File: config.mk
export PLATFORM = sky130hd
export DESIGN_NAME = fracn_swallow_div
export DESIGN_NICKNAME = d
export VERILOG_FILES = /design/src/rtl/fracn_pkg.sv /design/src/rtl/fracn_cfg_stage.sv /design/src/rtl/fracn_frac_acc.sv /design/src/rtl/fracn_prescaler.sv /design/src/rtl/fracn_mod_ctl.sv /design/src/rtl/fracn_swallow_div.sv
export SDC_FILE = /design/constraint.sdc
export NUM_CORES = 1
export LEC_CHECK = 0
export ABC_AREA = 1
export BUFFER_PORTS_ARGS = -buffer_cell sky130_fd_sc_hd__buf_2
export CAP_MARGIN = 20
export CORE_ASPECT_RATIO = 0.8
export CORE_MARGIN = 2
export CORE_UTILIZATION = 35
export CTS_CLUSTER_SIZE = 24
export DETAILED_ROUTE_END_ITERATION = 6
export GPL_ROUTABILITY_DRIVEN = 0
export PLACE_DENSITY = 0.6
export SLEW_MARGIN = 20
export SYNTH_ARGS = -nofsm -noshare
export SYNTH_HDL_FRONTEND = slang
export SYNTH_HIERARCHICAL = 1
export SYNTH_SLANG_ARGS = --single-unit
File: constraint.sdc
create_clock -name clk -period 3.6 [get_ports clk]
set_input_delay 0.18 -clock clk [delete_from_list [all_inputs] [get_ports clk]]
set_output_delay 0.18 -clock clk [all_outputs]
set_load 0.02 [all_outputs]
File: src/rtl/fracn_pkg.sv
`timescale 1ns/1ps
package fracn_pkg;

    localparam int M_W     = 9;   // main counter width
    localparam int A_MAX_W = 5;   // widest swallow field (P = 32)
    localparam int F_W     = 5;   // fractional numerator, modulo 32
    localparam int M_MIN   = 3;   // smallest legal main count

    typedef struct packed {
        logic [M_W-1:0]     m;
        logic [A_MAX_W-1:0] a;
        logic [F_W-1:0]     f;
    } div_cfg_t;

    // A triple is usable when M is in range and the swallow count fits inside M.
    function automatic logic cfg_legal(logic [M_W-1:0] m, logic [A_MAX_W-1:0] a);
        return (m >= M_W'(M_MIN)) && ({{(M_W-A_MAX_W){1'b0}}, a} < m);
    endfunction

endpackage

File: src/rtl/fracn_cfg_stage.sv
`timescale 1ns/1ps
module fracn_cfg_stage
    import fracn_pkg::*;
#(
    parameter div_cfg_t RESET_CFG = '0
) (
    input  logic     clk,
    input  logic     rst,
    input  logic     load,
    input  logic     commit,
    input  div_cfg_t cfg_in,
    output div_cfg_t next_cfg
);

    div_cfg_t stg_q;
    div_cfg_t act_q;
    logic     pend_q;
    logic     in_ok;

    assign in_ok = cfg_legal(cfg_in.m, cfg_in.a);

    // The triple the next boundary will use: a waiting one wins over the active one.
    assign next_cfg = pend_q ? stg_q : act_q;

    always_ff @(posedge clk) begin
        if (rst) begin
            stg_q  <= RESET_CFG;
            act_q  <= RESET_CFG;
            pend_q <= 1'b0;
        end else begin
            if (commit) begin
                act_q <= next_cfg;
            end
            if (load && in_ok) begin
                stg_q  <= cfg_in;
                pend_q <= 1'b1;
            end else if (commit) begin
                pend_q <= 1'b0;
            end
        end
    end

    AST_NEXT_LEGAL: assert property (@(posedge clk) disable iff (rst)
        cfg_legal(next_cfg.m, next_cfg.a));

    AST_CFG_HOLD: assert property (@(posedge clk) disable iff (rst)
        !commit |=> $stable(act_q));

endmodule

File: src/rtl/fracn_frac_acc.sv
`timescale 1ns/1ps
module fracn_frac_acc
    import fracn_pkg::*;
(
    input  logic           clk,
    input  logic           rst,
    input  logic           clr,
    input  logic           step,
    input  logic [F_W-1:0] frac,
    output logic           carry
);

    logic [F_W-1:0] acc_q;
    logic [F_W:0]   sum;

    assign sum   = {1'b0, acc_q} + {1'b0, frac};
    assign carry = sum[F_W];

    always_ff @(posedge clk) begin
        if (rst || clr) begin
            acc_q <= '0;
        end else if (step) begin
            acc_q <= sum[F_W-1:0];
        end
    end

    AST_ACC_WRAP: assert property (@(posedge clk) disable iff (rst)
        (step && !clr && carry) |=> (acc_q < $past(acc_q)));

    AST_ACC_RISE: assert property (@(posedge clk) disable iff (rst)
        (step && !clr && !carry) |=> (acc_q >= $past(acc_q)));

endmodule

File: src/rtl/fracn_prescaler.sv
`timescale 1ns/1ps
module fracn_prescaler #(
    parameter int PRESC_LOG2 = 5
) (
    input  logic clk,
    input  logic rst,
    input  logic sel_plus1,
    output logic wrap
);

    localparam int                PRE_W    = PRESC_LOG2 + 1;
    localparam logic [PRE_W-1:0]  LOAD_P1  = PRE_W'(1 << PRESC_LOG2);        // P+1 cycles
    localparam logic [PRE_W-1:0]  LOAD_P   = PRE_W'((1 << PRESC_LOG2) - 1);  // P cycles

    logic [PRE_W-1:0] pre_q;

    assign wrap = (pre_q == '0);

    always_ff @(posedge clk) begin
        if (rst) begin
            pre_q <= '0;
        end else if (wrap) begin
            pre_q <= sel_plus1 ? LOAD_P1 : LOAD_P;
        end else begin
            pre_q <= pre_q - PRE_W'(1);
        end
    end

    AST_PRE_LIMIT: assert property (@(posedge clk) disable iff (rst)
        pre_q <= LOAD_P1);

endmodule

File: src/rtl/fracn_mod_ctl.sv
`timescale 1ns/1ps
module fracn_mod_ctl
    import fracn_pkg::*;
(
    input  logic               clk,
    input  logic               rst,
    input  logic               wrap,
    input  logic [M_W-1:0]     m_next,
    input  logic [A_MAX_W:0]   swl_start,
    output logic               sel_plus1,
    output logic               boundary,
    output logic               div_pulse
);

    localparam int SWL_W = A_MAX_W + 1;

    logic [M_W-1:0]   main_q;
    logic [SWL_W-1:0] swl_q;
    logic             pulse_q;

    // The last prescaler cycle of a period ends when the main count reaches one.
    assign boundary  = wrap && (main_q <= M_W'(1));
    assign sel_plus1 = boundary ? (swl_start != '0) : (swl_q != '0);
    assign div_pulse = pulse_q;

    always_ff @(posedge clk) begin
        if (rst) begin
            main_q  <= M_W'(1);
            swl_q   <= '0;
            pulse_q <= 1'b0;
        end else begin
            pulse_q <= boundary;
            if (boundary) begin
                main_q <= m_next;
                swl_q  <= (swl_start != '0) ? swl_start - SWL_W'(1) : '0;
            end else if (wrap) begin
                main_q <= main_q - M_W'(1);
                swl_q  <= (swl_q != '0) ? swl_q - SWL_W'(1) : '0;
            end
        end
    end

    AST_SWL_BELOW_MAIN: assert property (@(posedge clk) disable iff (rst)
        (swl_q == '0) || (M_W'(swl_q) < main_q));

    AST_PULSE_ONE_WIDE: assert property (@(posedge clk) disable iff (rst)
        div_pulse |=> !div_pulse);

endmodule

File: src/rtl/fracn_swallow_div.sv
`timescale 1ns/1ps
module fracn_swallow_div
    import fracn_pkg::*;
#(
    parameter int PRESC_LOG2 = 5,
    parameter int DEF_M      = 32,
    parameter int DEF_A      = 0,
    parameter int DEF_F      = 0
) (
    input  logic                  clk,
    input  logic                  rst,
    input  logic                  cnt_clr,
    input  logic                  cfg_load,
    input  logic [M_W-1:0]        m_in,
    input  logic [PRESC_LOG2-1:0] a_in,
    input  logic [F_W-1:0]        f_in,
    output logic                  div_pulse
);

    localparam int       SWL_W     = A_MAX_W + 1;
    localparam div_cfg_t RESET_CFG = '{m: M_W'(DEF_M), a: A_MAX_W'(DEF_A), f: F_W'(DEF_F)};

    logic [A_MAX_W-1:0] a_ext;
    div_cfg_t           cfg_in;
    div_cfg_t           next_cfg;
    logic               cnt_rst;
    logic               boundary;
    logic               carry;
    logic               sel_plus1;
    logic               wrap;
    logic [SWL_W-1:0]   swl_start;

    if (PRESC_LOG2 < A_MAX_W) begin : g_narrow_a
        assign a_ext = {{(A_MAX_W-PRESC_LOG2){1'b0}}, a_in};
    end else begin : g_wide_a
        assign a_ext = a_in[A_MAX_W-1:0];
    end

    assign cfg_in    = '{m: m_in, a: a_ext, f: f_in};
    assign cnt_rst   = rst || cnt_clr;
    // A fractional carry simply adds one more stretched prescaler cycle.
    assign swl_start = {1'b0, next_cfg.a} + SWL_W'(carry);

    fracn_cfg_stage #(
        .RESET_CFG (RESET_CFG)
    ) u_cfg (
        .clk      (clk),
        .rst      (rst),
        .load     (cfg_load),
        .commit   (boundary),
        .cfg_in   (cfg_in),
        .next_cfg (next_cfg)
    );

    fracn_frac_acc u_acc (
        .clk   (clk),
        .rst   (rst),
        .clr   (cnt_clr),
        .step  (boundary),
        .frac  (next_cfg.f),
        .carry (carry)
    );

    fracn_prescaler #(
        .PRESC_LOG2 (PRESC_LOG2)
    ) u_pre (
        .clk       (clk),
        .rst       (cnt_rst),
        .sel_plus1 (sel_plus1),
        .wrap      (wrap)
    );

    fracn_mod_ctl u_ctl (
        .clk       (clk),
        .rst       (cnt_rst),
        .wrap      (wrap),
        .m_next    (next_cfg.m),
        .swl_start (swl_start),
        .sel_plus1 (sel_plus1),
        .boundary  (boundary),
        .div_pulse (div_pulse)
    );

    AST_SWALLOW_FITS: assert property (@(posedge clk) disable iff (rst)
        boundary |-> (M_W'(swl_start) <= next_cfg.m));

    AST_CLR_QUIET: assert property (@(posedge clk) disable iff (rst)
        cnt_clr |=> !div_pulse);

endmodule

Word level (Yosys, flattened, before mapping)

Cells that the tools add are included.

Register bits after elaboration: 66
Bits in latches: 0
Memory bits (writable): 0
ROM bits: 0
Bits of input ports: 23
Output and inout bits: 1
Word-level logic and storage cells: 42
Memories: 0

$add $sub $neg: 6
Multipliers: 0
Div/mod/pow operators: 0
Magnitude comparators: 3
Equal/unequal tests: 0
Shift-type cells: 0
Mux-type cells: 12
Bitwise gates (word level): 0
Reductions and logical operators: 9

Operator list:

| kind                                                              | count |
|---|---|
| 2-to-1 mux 6 bit                                                  | 6 |
| 2-to-1 mux 19 bit                                                 | 1 |
| 2-to-1 mux 9 bit                                                  | 2 |
| subtractor 6 x 1 -> 6 bit, second input constant                  | 3 |
| nonzero test 6 bit                                                | 2 |
| greater-or-equal comparator 9 x 2 -> 1 bit, second input constant | 1 |
| less-or-equal comparator 9 x 1 -> 1 bit, second input constant    | 1 |
| less-than comparator 5 x 9 -> 1 bit                               | 1 |
| subtractor 9 x 1 -> 9 bit, second input constant                  | 1 |
| adder 5 x 1 -> 6 bit                                              | 1 |
| adder 5 x 5 -> 6 bit                                              | 1 |
| logical NOT 6 bit                                                 | 1 |
| nonzero test 2 bit                                                | 2 |
| logical AND 1 bit                                                 | 3 |
| 2-to-1 mux 1 bit                                                  | 3 |
| logical OR 1 bit                                                  | 1 |

Depth between registers and ports, before layout

Gate-level depths: netlist of the first run.

Depth after elaboration: 7
Depth in mapped cells: 23
Depth with buffers taken out: 21

Hierarchy

Netlist of the first run, hierarchy kept.

Modules (own cells, without submodules):

| module            | times used | cells each | area each (um^2) | sequential area each (um^2) |
|---|---|---|---|---|
| fracn_cfg_stage   | 1          | 297        | 1966.9           | 780.7 |
| fracn_mod_ctl     | 1          | 202        | 1238.7           | 320.3 |
| fracn_frac_acc    | 1          | 62         | 420.4            | 100.1 |
| fracn_prescaler   | 1          | 53         | 376.6            | 120.1 |
| fracn_swallow_div | 1          | 16         | 97.6             | 0.0 |

Least setup slack after synthesis of the first run

Ideal clock, no wire load.

Kind: reg-to-reg
From: register u_cfg.pend_q
To: register u_pre.pre_q[2]
Library setup time: 0.119 ns
Arrival time: 2.874 ns
Required time: 3.481 ns
Path slack: 0.607 ns
Cell stages (with the launch flop): 20
Buffers on the path: 3
Period minus slack after synthesis: 2.993 ns
Path through: dfxtp_1 > buf_2 > buf_2 > nand2_1 > o21ai_0 > ha_1 > buf_6 > a21oi_2 > o211ai_1 > ha_1 > ha_1 > xor2_1 > inv_1 > nand4_1 > inv_1 > nor2_1 > o21bai_1 > inv_2 > nand2_4 > a21oi_1

RTL lines:

| what                   | RTL line              | text |
|---|---|---|
| start, declared        | fracn_cfg_stage.sv:17 | `logic pend_q;` |
| start signal, assigned | fracn_cfg_stage.sv:29 | `pend_q <= 1'b0;` |
| start signal, assigned | fracn_cfg_stage.sv:36 | `pend_q <= 1'b1;` |
| start signal, assigned | fracn_cfg_stage.sv:38 | `pend_q <= 1'b0;` |
| end signal, assigned   | fracn_prescaler.sv:23 | `pre_q <= sel_plus1 ? LOAD_P1 : LOAD_P;` |
| end signal, assigned   | fracn_prescaler.sv:25 | `pre_q <= pre_q - PRE_W'(1);` |
| end, declared          | fracn_prescaler.sv:15 | `logic [PRE_W-1:0] pre_q;` |

==> metrics, run 1 <==
Worst path slowest cell=o21ai_0; final worst path period share=87.86%; CP startpoint kind=flip-flop; combinational family with the most area after synthesis=simple AND/OR/NAND/NOR gates; critical path peak fanout=11; Syn. warnings=6; post-synth top area share=32.22%; RSZ-0062 raised after global routing=no; Place WS=0.3346 ns; TritonCTS clock tree=built; hold slack=0.07501 ns; global route overflow=0; Port Buffers=23; Synth Area in Simple Gates=32.87%; largest net degree at the start of global routing=38; Max IR drop VDD=0.3350 mV; Setup WS post-layout=0.4371 ns; Synth Net Count=673; post-DP HPWL=6.172 mm; Hold WC Path Type=input port to flip-flop; Rel. slew slack=39.91%; die area=12,600 sq um; total clock sinks=66; die height=100.8 um; I/O pin count=24; Final #Nets=687; routed length per instance=10.54 um; largest cells by area after synthesis=dfxtp_1 32%, nand2_1 14%, inv_1 11%; ys flop type=dfxtp_1; first-pass GRT wire length=15.24 mm; WL final=8.397 mm; Static Leakage=2.404 nW; Setup Buffers After CTS=0; post-synthesis mux area share=0%; Rows=35; Clock Tree Root=clkbuf_16; hold_buf cts=0; FILL cells=1,234; post-synthesis compound-gate area fraction=11.90%; Sequential cell area=1323 sq um; Pwr Density=945.9 nW/um^2; Critical Path AT=3.40 ns; crit-path cells=o21ai_0, ha_1, a21oi_2, o211ai_1, ha_1, ha_1, nand3_1, nand2_1, nand2_1, nor2_1, nand4_1, inv_1, nor2_1, o21bai_1, nor2_2, nor2_1, nand2_1, inv_1; FMAX=316.2 MHz; FFs w/ async S/R, synth=0%; Initial DRC Count=169; CP endpoint kind=flip-flop; maxcap violations=0; Netlist cell types=39; gr usage total=14.70%; CTS Buffer Depth=2; DR vias/cell=4.571; XOR/XNOR Fraction of Synth Area=1.495%; most frequent cell after synthesis=nand2_1; Die W=125.0 um; Final Hold Viols=0; flops & latches, synth=66; status=complete, no violations; mean post-synth cell area=6.508 sq um; Antenna diodes=0; core area=11,470 sq um; Worst-Skew Late Latency=0.33 ns; CTS H-tree lvls=3; Residual DRC=0; sum of negative setup slack=0 ns; Multi-input gate area=2162 sq um; cell count after synthesis=630; post-synthesis adder-cell area fraction=6.286%; layout cell share with drive strength beyond 1=13.41%; crit path kind=flip-flop to flip-flop; Seq/Total Area, Yosys=32.22%; DR vias=3,643; vias in the first global route=3,510; clock-pin slew on the worst setup and hold paths=0.06 ns; CP required=3.83 ns; fin. max-slew vios=0; Commonest cells post-synth=153 x nand2_1, 115 x inv_1, 66 x dfxtp_1, 58 x nor2_1, 42 x o21ai_0; Initial Utilization=35.74%; time the worst path needs with I/O delays and setup=3.163 ns; setup violators final=0; Post-DRT Antenna Nets=0; 1st-pass router iterations=5; skew final=0.006568 ns; area grow syn2layout=11.72%; Synth area leader=dfxtp_1; Post-CTS Resized=0; Least-Margin Pin Slew=0.8990 ns; CP peak stage delay=0.43 ns; CTS Buf Count=9; cell area after synthesis=4100 sq um; initial antenna violation count=0; EDFF count, synth=0
## cells in the final DEF, fill, tap and decap left out, types with 5 or more instances in the layout
cell / instances
inv_1: 115
dfxtp_1: 65
inv_2: 7
a21oi_1: 37
buf_2: 23
clkbuf_16: 9
o21ai_0: 42
nand3_1: 41
xor2_1: 5
nand4_1: 9
nor2_1: 58
o21ai_1: 5
ha_1: 19
nand2_1: 153
nor2_2: 19
## final timing paths
kind / end / slack (ns) / cells after the start / start
worst min-delay path: u_cfg/stg_q[15] / 0.08 / 3 / m_in[5]
worst min register to register: u_cfg/stg_q[15] / 0.46 / 2 / u_cfg/stg_q[15]
worst max register to register: u_pre/pre_q[5] / 0.44 / 18 / u_cfg/pend_q
worst max-delay path: u_pre/pre_q[5] / 0.44 / 18 / u_cfg/pend_q
## state kept, by name (all words and copies together) (netlist names)
signal	cells
u_cfg/act_q	19
u_cfg/stg_q	19
u_ctl/main_q	9
u_ctl/swl_q	6
u_pre/pre_q	6
u_acc/acc_q	5
u_cfg/pend_q	1
u_ctl/div_pulse	1
## critical path: cells and delay by family, from the launching register on
family          cells  cell delay [ns]
simple gates        9             0.95
compound gates      4             0.87
fa+ha+maj           3             0.72
buf+inv             2             0.15
flops               1             0.37
## per-layer routing
layer / wire [um] / GRT usage (%) / up-vias / part of all wire, %
met4: 77 / 3.846 / 0 / 0.92
met3: 292 / 4.618 / 8 / 3.5
li1: - / - / 1972 / -
met5: 0 / 0 / - / 0
met1: 4241 / 18.04 / 1627 / 51
met2: 3786 / 25.25 / 36 / 45
## logic make-up (layout without fill, tap and decap cells)
group | count (synthesis) | count (layout)
AO/OA/AOI/OAI | 91 | 91
adder cells (fa/ha/maj) | 20 | 20
AND/OR/NAND/NOR | 299 | 299
buffers and inverters | 147 | 166
flip-flops | 66 | 66
XOR/XNOR | 7 | 7
## report_power, final
part / switching (W) / internal [W] / leakage, nW / total (W)
registers: 0.000115 / 0.000928 / 0.544 / 0.00104
clock network: 0.000328 / 0.000554 / 0.141 / 0.000882
logic: 0.00163 / 0.000780 / 1.72 / 0.00241
total: 0.00207 / 0.00226 / 2.40 / 0.00433
## per-stage QoR
stage	std cells	instance area (sq um)	power, W	util [%]
3_5_place_dp	781	4274	0.003462	37.25
4_1_cts	797	4579	0.004376	39.91
2_1_floorplan	630	4100	0.003098	-
6_report	797	4581	0.004333	39.92
5_1_grt	797	4581	0.004847	39.92
3_3_place_gp	781	4274	0.003401	37.25
## cell type report
class                           count  share of cell area [%]
Tap cell                          148                   4.043
Multi-Input combinational cell    417                   47.20
Clock inverter                      6                   1.448
Sequential cell                    66                   28.87
Clock buffer                       10                   5.217
Timing Repair Buffer               25                   2.841
Inverter                          125                   10.38
Note: power is estimated with default switching activity, not from simulation.
==> inputs of run 2 (changes only) <==
Settings changed: BUFFER_PORTS_ARGS -buffer_cell sky130_fd_sc_hd__buf_2 to default, DONT_BUFFER_PORTS from default to 1, PLACE_DENSITY 0.6 to 0.58.
==> metrics, run 2 (synthesis results as in run 1) <==
Initial DRC Count=216 (+28%); DR vias=3,577 (-1.8%); worst-case reg-to-reg path depth=20 (+2); crit path kind=flip-flop to flip-flop; Critical Path AT=3.44 ns (+0.04 ns); skew final=0.007087 ns (+0.0005188 ns); time the worst path needs with I/O delays and setup=3.206 ns (+0.04327 ns); Least-Margin Pin Slew=1.004 ns (+0.1047 ns); Int Pwr=0.002156 W (-4.7%); reg2reg end=u_pre/pre_q[5]; CP peak stage delay=0.41 ns (-0.02 ns); Port Buffers=0 (-100%); Hold WC Path Type=input port to flip-flop; gr usage total=14.55% (-0.15 points); Hold Path End=u_cfg/act_q[5]; CP most frequent cell=nand2_1; first-pass GRT wire length=15.24 mm (unchanged); CTS H-tree lvls=3 (unchanged); I/O pin count=24 (unchanged); Final #Nets=665 (-3.2%); Final Hold Viols=0 (unchanged); sequential power share=24.9% (+0.8 points); Max IR drop VDD=0.4168 mV (+24%); CP required=3.83 ns (about the same); total clock sinks=66 (unchanged); die height=100.8 um (unchanged); commonest non-fill, non-tap cell in the layout=nand2_1; Clock Power Share=18.1% (-2.3 points); status=complete, no violations; Worst path slowest cell=dfxtp_2; layout cell share with drive strength beyond 1=9.585% (-3.8 points); Post-DRT Antenna Nets=0 (unchanged); Rows=35 (unchanged); Rel. slew slack=32.91% (-7.0 points); FILL cells=1,231 (-0.24%); CP startpoint kind=flip-flop; CP endpoint kind=flip-flop; CTS Buf Count=9 (unchanged); R2R Setup Slk=0.39 ns (-0.04 ns); vias in the first global route=3,508 (-0.057%); initial antenna violation count=0 (unchanged); RR Startpoint=u_cfg/pend_q; Antenna diodes=0 (unchanged); core area=11,470 sq um (unchanged); fin. max-slew vios=0 (unchanged); die area=12,600 sq um (unchanged); final worst path period share=89.06% (+1.2 points); setup violators final=0 (unchanged); critical path peak fanout=30 (+19); WL final=8.462 mm (+0.77%); Clock Tree Root=clkbuf_16; Comb power frac=56.9% (+1.3 points); global route overflow=0 (unchanged); DR vias/cell=4.621 (+1.1%); largest net degree at the start of global routing=39 (+2.6%); Pwr Density=947.3 nW/um^2 (+0.15%); maxcap violations=0 (unchanged); crit-path cells=buf_6, nand2_1, o21ai_0, ha_1, nand4_1, o211ai_1, ha_1, ha_1, nand3_1, nand2_1, nand2_1, nor2_1, nand4_1, inv_1, nor2_1, o21bai_1, nor2_2, nor2_1, nand2_1, inv_1; worst hold path startpoint=rst; area grow syn2layout=8.026%; Post-DP Area=4151 sq um (-2.9%); Sw Share=48.61% (+0.81 points); clock-pin slew on the worst setup and hold paths=0.05 ns (about the same); RSZ-0062 raised after global routing=no; routed length per instance=10.93 um (+3.8%); 1st-pass router iterations=4 (-1); TritonCTS clock tree=built; Die W=125.0 um (unchanged); Worst-Skew Late Latency=0.33 ns (about the same); post-DP HPWL=6.180 mm (+0.13%); FMAX=311.9 MHz (-1.3%); Hold Path Depth=3 (unchanged); switching component of the power=0.002040 W (-1.5%); Static Leakage=2.305 nW (-4.1%); CTS Buffer Depth=2 (unchanged); Setup Buffers After CTS=0 (unchanged); sum of negative setup slack=0 ns (unchanged); Residual DRC=0 (unchanged); Initial Utilization=35.74% (unchanged); final instance area=4429 sq um (-3.3%); top flop regs=u_cfg/act_q (19), u_cfg/stg_q (19), u_ctl/main_q (9); commonest non-fill, non-tap cells in the layout=153 x nand2_1, 115 x inv_1, 65 x dfxtp_1, 58 x nor2_1, 42 x o21ai_0
[run 2: critical path: cells and delay by family (launching register included)]
family,cells,cell delay (ns)
compound gates,3,0.41
fa+ha+maj,3,0.76
buf+inv,3,0.38
flops,1,0.41
simple gates,11,1.14
[run 2: repair_timing]
action | CTS | global route
resized for setup | 0 | 2
setup endpoints to repair | 0 | 6
hold endpoints to repair | 2 | 0
hold buffers | 2 | 0
[run 2: how the worst max path moves through the flow]
stage,from,endpoint,slack (ns),cells past startpoint
finish,u_cfg/pend_q,u_pre/pre_q[5],0.39,20
global route,u_cfg/pend_q,u_pre/pre_q[5],0.01,20
CTS,u_cfg/pend_q,u_pre/pre_q[5],0.20,20
detailed placement,u_cfg/pend_q,u_pre/pre_q[5],0.23,20
global placement,u_cfg/pend_q,u_pre/pre_q[5],0.42,20
floorplan,u_cfg/pend_q,u_pre/pre_q[2],0.61,19
[run 2: per-layer routing]
| metal | vias to the layer above | GRT usage [%] | part of all wire, % | wire length [um] |
|---|---|---|---|---|
| met5 | - | 0 | 0 | 0 |
| met4 | 0 | 4.872 | 1.2 | 100 |
| met3 | 12 | 3.981 | 3.8 | 320 |
| met2 | 40 | 24.58 | 44 | 3753 |
| met1 | 1601 | 18.11 | 51 | 4287 |
| li1 | 1924 | - | - | - |
[run 2: cell type report]
class                      instances  area [sq um]  area share, %
tap                              148         185.2          4.181
multi-input combinational        417          2162          48.81
clock buffer                      11         232.7          5.254
inverter                         125         475.5          10.73
clock inverter                     4         20.02         0.4520
timing repair buffer               3         31.28         0.7062
sequential                        66          1323          29.86
[run 2: per-stage QoR]
| stage | worst slack [ns] | utilization, % | hold slack (ns) | total power (W) | std cells |
|---|---|---|---|---|---|
| final | 0.3938 | 38.60 | 0.01252 | 0.004196 | 774 |
| after global routing | 0.01365 | 38.60 | 0.01703 | 0.004664 | 774 |
| after CTS | 0.1969 | 38.56 | 0.005077 | 0.004218 | 774 |
| after detailed placement | 0.2284 | 36.18 | 0.3018 | 0.003434 | 757 |
| after global placement | 0.4192 | 36.18 | 0.2884 | 0.003378 | 757 |
| after floorplan | 0.6066 | - | 0.3061 | 0.003098 | 630 |
[run 2: power by group through the flow]
| stage | registers, W | clock network (W) | logic [W] |
|---|---|---|---|
| after floorplan | 0.00103 | 0 | 0.00207 |
| after global placement | 0.00106 | 0 | 0.00232 |
| after detailed placement | 0.00106 | 0 | 0.00237 |
| after CTS | 0.00105 | 0.000784 | 0.00239 |
| after global routing | 0.00107 | 0.000820 | 0.00278 |
| final | 0.00105 | 0.000760 | 0.00239 |
==> inputs of run 3 (changes only) <==
Settings changed: CORE_MARGIN 2 to default.
==> metrics, run 3 (synthesis results as in run 1) <==
Clock Tree Root=clkbuf_16; CP peak stage delay=0.44 ns (+0.03 ns); commonest non-fill, non-tap cell in the layout=nand2_1; first-pass GRT wire length=15.22 mm (about the same); critical path peak fanout=11 (-63%); CP endpoint kind=flip-flop; Hold WC Path Type=input port to flip-flop; die height=98.81 um (-2.0%); RR Startpoint=u_cfg/pend_q; status=complete, no violations; Residual DRC=0 (unchanged); gr usage total=15.94% (+1.4 points); DR vias/cell=4.611 (-0.22%); CTS Buffer Depth=2 (unchanged); Hold Path Depth=3 (unchanged); CP required=3.83 ns (about the same); Final #Nets=668 (+0.45%); RSZ-0062 raised after global routing=no; Port Buffers=0 (unchanged); final worst path period share=89.37% (+0.31 points); area grow syn2layout=10.99%; worst hold path startpoint=rst; Initial Utilization=36.79% (+1.1 points); skew final=0.003448 ns (-0.003640 ns); largest net degree at the start of global routing=39 (unchanged); reg2reg end=u_pre/pre_q[5]; global route overflow=0 (unchanged); TritonCTS clock tree=built; family with the most delay on the worst path=simple AND/OR/NAND/NOR gates; maxcap violations=0 (unchanged); core area=11,150 sq um (-2.9%); R2R Setup Slk=0.38 ns (about the same); Final Hold Viols=0 (unchanged); crit-path cells=o21ai_0, ha_1, a21oi_2, o211ai_1, ha_1, ha_1, nand3_1, nand2_1, nand2_1, nor2_2, nand4_1, inv_1, nor2_1, o21bai_1, nor2_2, nor2_1, nand2_1, inv_1; CTS H-tree lvls=3 (unchanged); time the worst path needs with I/O delays and setup=3.217 ns (+0.01100 ns); Hold Path End=u_cfg/act_q[6]; Pwr Density=989.9 nW/um^2 (+4.5%); Max IR drop VDD=0.3596 mV (-14%); CTS Buf Count=9 (unchanged); Rows=34 (-2.9%); initial antenna violation count=0 (unchanged); Die W=123.0 um (-1.6%); CP Buf/Inv Count=2 (-1); final instance area=4551 sq um (+2.7%); sum of negative setup slack=0 ns (unchanged); Critical Path AT=3.45 ns (about the same); crit path kind=flip-flop to flip-flop; commonest non-fill, non-tap cells in the layout=153 x nand2_1, 115 x inv_1, 65 x dfxtp_1, 57 x nor2_1; vias in the first global route=3,389 (-3.4%); I/O pin count=24 (unchanged); Rel. slew slack=30.24% (-2.7 points); FILL cells=1,160 (-5.8%); Post-DP Area=4146 sq um (-0.12%); top flop regs=u_cfg/act_q (19), u_cfg/stg_q (19), u_ctl/main_q (9); Worst path slowest cell=ha_1; Initial DRC Count=159 (-26%); 1st-pass router iterations=4 (unchanged); Worst-Skew Late Latency=0.33 ns (about the same); fin. max-slew vios=0 (unchanged); clock-pin slew on the worst setup and hold paths=0.05 ns (about the same); setup violators final=0 (unchanged); post-DP HPWL=6.162 mm (-0.29%); total clock sinks=66 (unchanged); routed length per instance=11.41 um (+4.3%); FMAX=310.8 MHz (-0.34%); worst-case reg-to-reg path depth=18 (-10%); DR vias=3,569 (-0.22%); die area=12,150 sq um (-3.6%); Post-DRT Antenna Nets=0 (unchanged); layout cell share with drive strength beyond 1=10.32% (+0.73 points); WL final=8.830 mm (+4.3%); Static Leakage=2.354 nW (+2.1%); Antenna diodes=0 (unchanged); Least-Margin Pin Slew=1.044 ns (+0.04002 ns); hold slack=0.01284 ns (+0.0003192 ns); CP startpoint kind=flip-flop
## run 3: cell types whose count changed in the layout (fill, tap and decap cells not counted)
| cell | change |
|---|---|
| buf_4 | +2 |
| clkinvlp_4 | +2 |
| o21ai_1 | +1 |
| clkbuf_8 | +1 |
| clkinv_2 | -4 |
| nor2_1 | -1 |
| buf_6 | -1 |
| dlygate4sd3_1 | +2 |
| bufinv_16 | +3 |
| o21ai_0 | -1 |
| clkbuf_1 | -2 |
| nor2_2 | +1 |
| clkinv_4 | +1 |
## run 3: routing by layer
metal  GRT usage, %  routed length, um  up-vias
li1               -                  -     1931
met1          21.42               4616     1579
met2          24.63               3823       51
met3          4.398                298        8
met4          5.097                 91        0
met5              0                  0        -
## run 3: how the worst max path moves through the flow
stage	startpoint	endpoint	slack (ns)	cells after the start
after floorplan	u_cfg/pend_q	u_pre/pre_q[2]	0.61	19
after global placement	u_cfg/pend_q	u_pre/pre_q[5]	0.48	18
after detailed placement	u_cfg/pend_q	u_pre/pre_q[5]	0.27	18
after CTS	u_cfg/pend_q	u_pre/pre_q[5]	0.27	18
after global routing	u_cfg/pend_q	u_pre/pre_q[5]	0.02	20
final	u_cfg/pend_q	u_pre/pre_q[5]	0.38	18
## run 3: power breakdown
| part | switching (W) | internal [W] | leakage [nW] |
|---|---|---|---|
| clock network | 0.000337 | 0.000696 | 0.165 |
| logic | 0.00164 | 0.000782 | 1.65 |
| registers | 0.000121 | 0.000928 | 0.544 |
## run 3: cell type report
class                      instances  area (sq um)  area share [%]
multi-input combinational        417          2165           47.57
sequential                        66          1323           29.06
inverter                         125         475.5           10.45
clock buffer                      10         239.0           5.252
tap                              144         180.2           3.959
clock inverter                     6         113.9           2.502
timing repair buffer               6         55.05           1.210
## run 3: what timing repair did
action / 4_1_cts / 5_1_grt
hold buffers: 4 / 0
endpoints found under the hold margin: 8 / 0
buffers inserted: 0 / 1
gates resized for setup: 0 / 3
setup endpoints to repair: 0 / 6
## run 3: stage by stage
| stage | utilization (%) | std cells | power, W | setup WS [ns] |
|---|---|---|---|---|
| floorplan | - | 630 | 0.003098 | 0.6066 |
| global placement | 37.20 | 753 | 0.003404 | 0.4751 |
| detailed placement | 37.20 | 753 | 0.003456 | 0.2740 |
| CTS | 40.73 | 773 | 0.004517 | 0.2671 |
| global route | 40.83 | 774 | 0.004985 | 0.01981 |
| finish | 40.83 | 774 | 0.004504 | 0.3828 |
## run 3: worst reg2reg max path: cells and delay by family (launching register included)
kind | cells | cell delay [ns]
and+or+nand+nor | 9 | 1.01
AOI/OAI and AO/OA | 4 | 0.65
buffers and inverters | 2 | 0.15
adders and majority gates | 3 | 0.92
DFF | 1 | 0.41
